File: src/rtl/pair_adder_tree.sv
module pair_adder_tree #(
  parameter int N_OPS     = 5,
  parameter int OP_W      = 16,
  parameter int SUM_W     = 32,
  parameter bit PIPELINE  = 1'b1,
  parameter bit LUT_STAGE = 1'b0
) (
  input  logic                    clk,
  input  logic                    rst_n,
  input  logic                    in_valid,
  input  logic [N_OPS*OP_W-1:0]   ops,
  input  logic [N_OPS-1:0]        neg_mask,
  output logic [SUM_W-1:0]        sum_out,
  output logic                    out_ready
);
  localparam int LEVELS = (N_OPS <= 1) ? 1 : $clog2(N_OPS);
  localparam int LAT    = LEVELS + 1 + int'(LUT_STAGE);
  localparam int TAIL   = PIPELINE ? 1 + int'(LUT_STAGE) : LAT;
  localparam int AGE_W  = $clog2(LAT + 1);

  function automatic int width_at(int lvl);
    int c = N_OPS;
    for (int k = 0; k < lvl; k++) c = (c + 1) / 2;
    return c;
  endfunction

  genvar l;
  for (l = 0; l <= LEVELS; l++) begin : g_lvl
    localparam int CNT = width_at(l);
    logic [CNT*SUM_W-1:0] vec;
    if (l == 0) begin : g_in
      always_comb begin
        for (int i = 0; i < N_OPS; i++)
          vec[i*SUM_W +: SUM_W] = neg_mask[i]
            ? -SUM_W'(signed'(ops[i*OP_W +: OP_W]))
            :  SUM_W'(signed'(ops[i*OP_W +: OP_W]));
      end
    end else begin : g_add
      localparam int PC = width_at(l - 1);
      logic [CNT*SUM_W-1:0] nxt;
      always_comb begin
        for (int j = 0; j < CNT; j++) begin
          if (2*j + 1 < PC)
            nxt[j*SUM_W +: SUM_W] = g_lvl[l-1].vec[2*j*SUM_W +: SUM_W]
                                  + g_lvl[l-1].vec[(2*j+1)*SUM_W +: SUM_W];
          else
            nxt[j*SUM_W +: SUM_W] = g_lvl[l-1].vec[2*j*SUM_W +: SUM_W] + SUM_W'(0);
        end
      end
      if (PIPELINE) begin : g_reg
        always_ff @(posedge clk or negedge rst_n)
          if (!rst_n) vec <= '0;
          else        vec <= nxt;
      end else begin : g_comb
        assign vec = nxt;
      end
    end
  end

  logic [SUM_W-1:0] d_q [TAIL];
  logic [LAT-1:0]   v_q;

  always_ff @(posedge clk or negedge rst_n) begin
    if (!rst_n) begin
      for (int k = 0; k < TAIL; k++) d_q[k] <= '0;
      v_q <= '0;
    end else begin
      d_q[0] <= g_lvl[LEVELS].vec;
      for (int k = 1; k < TAIL; k++) d_q[k] <= d_q[k-1];
      v_q <= {v_q[LAT-2:0], in_valid};
    end
  end

  assign sum_out   = d_q[TAIL-1];
  assign out_ready = v_q[LAT-1];

  logic [SUM_W-1:0] ref_sum;
  logic [AGE_W-1:0] age;

  always_comb begin
    ref_sum = '0;
    for (int i = 0; i < N_OPS; i++)
      if (neg_mask[i]) ref_sum = ref_sum - SUM_W'(signed'(ops[i*OP_W +: OP_W]));
      else             ref_sum = ref_sum + SUM_W'(signed'(ops[i*OP_W +: OP_W]));
  end

  always_ff @(posedge clk or negedge rst_n)
    if (!rst_n)                  age <= '0;
    else if (age != AGE_W'(LAT)) age <= age + 1'b1;

  p_sum_latency_r1: assert property (@(posedge clk) disable iff (!rst_n)
    (age == AGE_W'(LAT)) |-> (sum_out == $past(ref_sum, LAT)));
  p_ready_latency_r4: assert property (@(posedge clk) disable iff (!rst_n)
    (age == AGE_W'(LAT)) |-> (out_ready == $past(in_valid, LAT)));
  p_ready_quiet_r8: assert property (@(posedge clk) disable iff (!rst_n)
    (age != AGE_W'(LAT)) |-> !out_ready);
  p_ready_known_r7: assert property (@(posedge clk) disable iff (!rst_n)
    !$isunknown(out_ready));
  p_sum_known_r1: assert property (@(posedge clk) disable iff (!rst_n)
    !$isunknown(sum_out));
endmodule

File: config.mk
export PLATFORM = sky130hd
export DESIGN_NAME = pair_adder_tree
export DESIGN_NICKNAME = d
export VERILOG_FILES = /design/src/rtl/pair_adder_tree.sv
export SDC_FILE = /design/constraint.sdc
export NUM_CORES = 1
export LEC_CHECK = 0
export ABC_AREA = 1
export BUFFER_PORTS_ARGS = -buffer_cell sky130_fd_sc_hd__clkbuf_2
export CAP_MARGIN = 20
export CORE_ASPECT_RATIO = 0.7
export CORE_MARGIN = 1
export CORE_UTILIZATION = 25
export CTS_CLUSTER_SIZE = 8
export DETAILED_ROUTE_END_ITERATION = 8
export SLEW_MARGIN = 0
export SYNTH_ARGS = -nofsm -noshare
export SYNTH_HDL_FRONTEND = slang
export SYNTH_SLANG_ARGS = --single-unit
File: constraint.sdc
create_clock -name clk -period 1.7 [get_ports clk]
set_input_delay 0.255 -clock clk [delete_from_list [all_inputs] [get_ports clk]]
set_output_delay 0.255 -clock clk [all_outputs]
set_load 0.05 [all_outputs]
### Word level (Yosys, flattened, before mapping)

Cells that the tools add are included.

* bits in registers: 228
* bits of input ports: 88
* output and inout port bits: 33
* logic and storage cells: 19

* $add $sub $neg: 9
* multiplexer cells: 5

Operators by type and width (number)
* $mux 32: 5
* $neg 16->32: 5
* $add 32x32->32: 4

### Longest topological paths before layout

* depth in word-level cells: 3
* gate-level depth with buffers: 20
* mapped depth without buffers: 20

### Least setup slack after synthesis

OpenSTA, ideal clock, no wires.

* path type: input-to-reg
* from: input port ops[33]
* to: register g_lvl[1].vec[61]
* library setup time: 0.117 ns
* arrival: 2.251 ns
* data required time: 1.583 ns
* setup slack: -0.668 ns
* stages: 16
* buffers on the path: 0
* cells stage by stage: inv_1 -> ha_1 -> nand3_1 -> nor3_2 -> nand2_1 -> o21ai_2 -> a21oi_1 -> ha_1 -> nand2_1 -> inv_1 -> a21oi_1 -> nand2_1 -> a21oi_1 -> nand2_1 -> nand2_1 -> nand2_1

* longest elaborated chain between the ends: 3

Ends and longest elaborated chain
* start: declaration: RTL line 11 `input logic [N_OPS*OP_W-1:0] ops,`
* $neg 16->32: RTL line 35 `? -SUM_W'(signed'(ops[i*OP_W +: OP_W]))`
* $mux 32 *: RTL line 35
* $add 32x32->32 *: RTL line 45 `+ g_lvl[l-1].vec[(2*j+1)*SUM_W +: SUM_W];`
* via g_lvl[1].g_add.nxt[61]: RTL line 40 `logic [CNT*SUM_W-1:0] nxt;`
* end signal: assignment: RTL line 53 `else vec <= nxt;`
* end: declaration: RTL line 30 `logic [CNT*SUM_W-1:0] vec;`

Mark *: on every way through the listed nets, which the timed path passes. The rest lies on a longest branch.

### Worst setup path in the final report

* from: input port ops[2]
* to: register g_lvl[1].vec[30]

The elaborated chain is that of the path after synthesis.

==> metrics.md <==
| Metric | Value |
|---|---|
| Outcome | finished, violations left |
| Violations in the final reports | setup timing |
| Capture endpoint of the worst hold path | g_lvl[1].vec[72] |
| Cell area after synthesis | 17550 um2 |
| Die outline area | 71270 um2 |
| RSZ-0062 raised after global routing | yes |
| Antenna violations before repair | 0 |
| Average wire length per cell after detail routing | 13.50 um |
| Actual transition at the worst max-transition pin | 0.5724 ns |
| Count of pins on the block boundary | 121 |
| Hold WS | 0.02766 ns |
| Number of nets in the layout | 3479 |
| IO Port Bufs | 120 |
| Pre-antenna DRT Iters | 5 |
| Mux cell area share after synthesis | 0% |
| Core box area | 68770 um2 |
| Number of global-route vias before repair | 17010 |
| Clock insertion delay at the later pin of the skew report | 0.52 ns |
| Minimum clock period after layout | 2.181 ns |
| Final number of max-transition violations | 0 |
| Share of layout cells above drive strength 1 | 41.87% |
| Final period utilization | 128.3% |
| Syn_area_per_cell | 6.499 um2 |
| Sequence of cells on the critical path | buf_8 > nor2_4 > nand4_1 > nor2_2 > nand4_1 > ha_1 > a21oi_2 > ha_4 > nand2_4 > buf_6 > nor2_4 > nand2_1 > nor2_1 > nand2_2 > nand3_1 > nand2_1 |
| Count of warnings emitted by yosys | 0 |
| Cell count of the worst hold path | 2 |
| Number of nets with antenna violations after routing | 0 |
| Minimum setup slack after placement | -1.140 ns |
| Post-synth cell types | 36 |
| Max rail drop VDD | 0.9270 mV |
| Complex-gate fraction of the synthesized area | 5.954% |
| Maximum number of pins on one net before global-route repair | 52 |
| CTS buffer count | 35 |
| Power density over the cells | 1390 nW/um2 |
| Number of register bits inferred by synthesis | 228 |
| Core occupancy in the finished layout | 40.32% |
| H-tree levels | 2 |
| Worst Path Class, Setup | input pin to register |
| Max-cap violations | 0 |
| Gr ovfl total | 0 |
| Portion of the post-synthesis area used by sequential elements | 32.52% |
| Via density per instance | 4.333 |
| Diode insertion count for antenna repair | 0 |
| Cell count after placement | 4032 |
| Maximum root-to-sink buffer count | 3 |
| Startpoint of the lowest-slack register-to-register path | g_lvl[1].vec[34] |
| First-pass GRT wire length | 86800 um |
| Main combinational cell family by area after synthesis | simple AND/OR/NAND/NOR gates |
| FF-to-FF End | g_lvl[2].vec[31] |
| Total clock sinks | 228 |
| Post-Synthesis Net Count | 2926 |
| Clock tree from TritonCTS | done |
| Clk pin slew, worst setup/hold paths | 0.06 ns |
| Max_slew headroom | 61.49% |
| Slowest stage cell on the critical path | sky130_fd_sc_hd__ha_1 |
| DRC marker count from the first detailed-route iteration | 1096 |
| Number of standard cells after synthesis | 2700 |
| Maximum net fanout on the critical path | 4 |
| Setup crit start kind | input pin |
| Synth Area in Adders | 10.01% |
| Fraction of synthesized cell area in xor and xnor cells | 6.090% |
| Total number of placement rows | 80 |
| Kind of end point of the critical path | register |
| R2r worst-path depth | 10 |
| HPWL after detailed placement | 42340 um |
| Worst Slack Setup Final | -0.4806 ns |
| Max Fclk | 458.6 MHz |
| Worst min-delay path class | input pin to register |
| Vias | 18030 |
| Total setup violations reported at the end of the flow | 79 |
| DIE HEIGHT | 223.7 um |
| Drt total wl | 56150 um |
| Starting density of the core | 25.52% |
| Number of remaining DRC errors | 0 |
| Total GRT Usage | 14.91% |
| Cell leakage power | 0.01458 uW |
| Data required time at the worst endpoint | 2.11 ns |
| Non-filler cells in the finished layout | 4160 |
| Worst endpoint data arrival time | 2.59 ns |
| Worst reg2reg setup slack | -0.19 ns |
| Worst clock skew | 0.02268 ns |
| Hold_sp | ops[72] |
| Delay of the slowest critical-path stage | 0.37 ns |
| CTS Root Buffer Type | sky130_fd_sc_hd__clkbuf_16 |
| Final setup TNS | -17.52 ns |
| Die X | 318.7 um |
| Simple-gate share of the synthesized area | 33.38% |
| Number of failing hold endpoints at the final stage | 0 |
| Routability congestion estimate from global placement | 0.9194 |
| Post-synthesis to final-layout area growth | 58.00% |
-- metrics by stage --
stage / power (uW) / instance area, um2
2_1_floorplan: 19570 / 17980
3_3_place_gp: 26760 / 22170
3_5_place_dp: 26850 / 22170
4_1_cts: 35490 / 25330
5_1_grt: 41460 / 27720
6_report: 38540 / 27720
-- critical path: cells and delay by family --
family | cells | cell delay (ns)
adder cells (fa/ha/maj) | 2 | 0.69
AND/OR/NAND/NOR | 11 | 1.36
buffers and inverters | 2 | 0.22
AO/OA/AOI/OAI | 1 | 0.07
-- layout make-up --
type	instances	area, um2
fillers	6715	41040
multi-input cells	1910	13620
flip-flops and latches	228	5710
repair buffers	537	4204
inverters	541	2103
well taps	902	1129
clock buffers	37	893.4
clock inverters	5	68.82
-- Yosys cell counts, drive strengths merged --
master	number	area share, %
fa	4	0.46
xor2	91	4.5
ha	134	9.6
buf	5	0.14
and3	1	0.036
xnor2	31	1.5
dfrtp	228	33
nor3	19	0.73
o21bai	12	0.51
nor4	4	0.14
a31oi	1	0.036
o31ai	5	0.21
nand4	29	1.1
o21ai	22	0.71
clkbuf	16	0.34
a21o	4	0.17
nand3b	4	0.17
nand3	136	3.9
or2	5	0.18
a21oi	151	4.3
inv	541	12
nor3b	1	0.071
nand2	1054	23
nor2	202	4.4
-- cells by family after synthesis --
logic type,after synthesis
simple gates,1455
buf+inv,562
flops,228
compound gates,195
fa+ha+maj,138
xor+xnor,122
-- power breakdown --
group,switching (uW),internal [uW]
Combinational,13800,10100
Clock,2420,3720
Sequential,1220,7360
Total,17400,21100
-- flip-flops by register name, summed over array words and instances, names as in the netlist --
| register | flops |
|---|---|
| sum_out | 32 |
| v_q | 4 |
| g_lvl.vec | 192 |
-- layer usage --
layer	up-vias	wire length, um	track usage [%]
met5	-	0	0
met4	0	660	2.431
met3	52	2457	1.944
met2	388	24560	22.80
met1	8317	28470	22.42
li1	9269	-	-
-- worst max-delay path by stage --
stage / startpoint / to / cells past startpoint
4_1_cts: ops[2] / g_lvl[1].vec[29] / 18
3_5_place_dp: ops[1] / g_lvl[1].vec[29] / 17
6_report: ops[2] / g_lvl[1].vec[30] / 16
2_1_floorplan: ops[51] / g_lvl[1].vec[61] / 17
5_1_grt: ops[2] / g_lvl[1].vec[29] / 18
3_3_place_gp: ops[1] / g_lvl[1].vec[29] / 17
-- what timing repair did --
action,CTS,global route
gates resized for setup,441,521
pin swaps,238,302
hold buffers,6,0
endpoints found under the hold margin,51,0
buffers inserted,44,43
setup endpoints to repair,99,111
-- cell usage in the layout (no fill, tap or decap), types with 6 or more instances in the layout --
| master | synthesis | final |
|---|---|---|
| sky130_fd_sc_hd__a21oi_1 | 151 | 64 |
| sky130_fd_sc_hd__inv_1 | 539 | 451 |
| sky130_fd_sc_hd__dfrtp_1 | 228 | 224 |
| sky130_fd_sc_hd__a21oi_2 | 0 | 69 |
| sky130_fd_sc_hd__nand3_1 | 135 | 81 |
| sky130_fd_sc_hd__a21oi_4 | 0 | 18 |
| sky130_fd_sc_hd__buf_8 | 0 | 7 |
| sky130_fd_sc_hd__xor2_1 | 91 | 65 |
| sky130_fd_sc_hd__nor2_4 | 1 | 46 |
| sky130_fd_sc_hd__nor2_1 | 197 | 106 |
| sky130_fd_sc_hd__nand3_2 | 1 | 37 |
| sky130_fd_sc_hd__nand2_4 | 0 | 61 |
| sky130_fd_sc_hd__o21bai_1 | 12 | 9 |
| sky130_fd_sc_hd__buf_4 | 0 | 348 |
| sky130_fd_sc_hd__clkbuf_2 | 0 | 109 |
| sky130_fd_sc_hd__nand4_1 | 28 | 28 |
| sky130_fd_sc_hd__inv_2 | 2 | 76 |
| sky130_fd_sc_hd__nor3_1 | 15 | 7 |
| sky130_fd_sc_hd__ha_2 | 0 | 14 |
| sky130_fd_sc_hd__o21ai_0 | 17 | 6 |
| sky130_fd_sc_hd__inv_4 | 0 | 7 |
| sky130_fd_sc_hd__nand2_2 | 4 | 236 |
| sky130_fd_sc_hd__xnor2_1 | 31 | 27 |
| sky130_fd_sc_hd__buf_6 | 0 | 53 |
| sky130_fd_sc_hd__ha_4 | 0 | 80 |
| sky130_fd_sc_hd__nand3_4 | 0 | 18 |
| sky130_fd_sc_hd__nor3_2 | 2 | 8 |
| sky130_fd_sc_hd__dlygate4sd3_1 | 0 | 6 |
| sky130_fd_sc_hd__ha_1 | 134 | 40 |
| sky130_fd_sc_hd__clkbuf_16 | 0 | 37 |
| sky130_fd_sc_hd__nor2_2 | 4 | 50 |
| sky130_fd_sc_hd__xor2_2 | 0 | 24 |
| sky130_fd_sc_hd__o21ai_2 | 4 | 9 |
| sky130_fd_sc_hd__nand2_1 | 1050 | 754 |
| sky130_fd_sc_hd__buf_12 | 0 | 11 |
No activity file was read; power rests on OpenSTA's default activity.
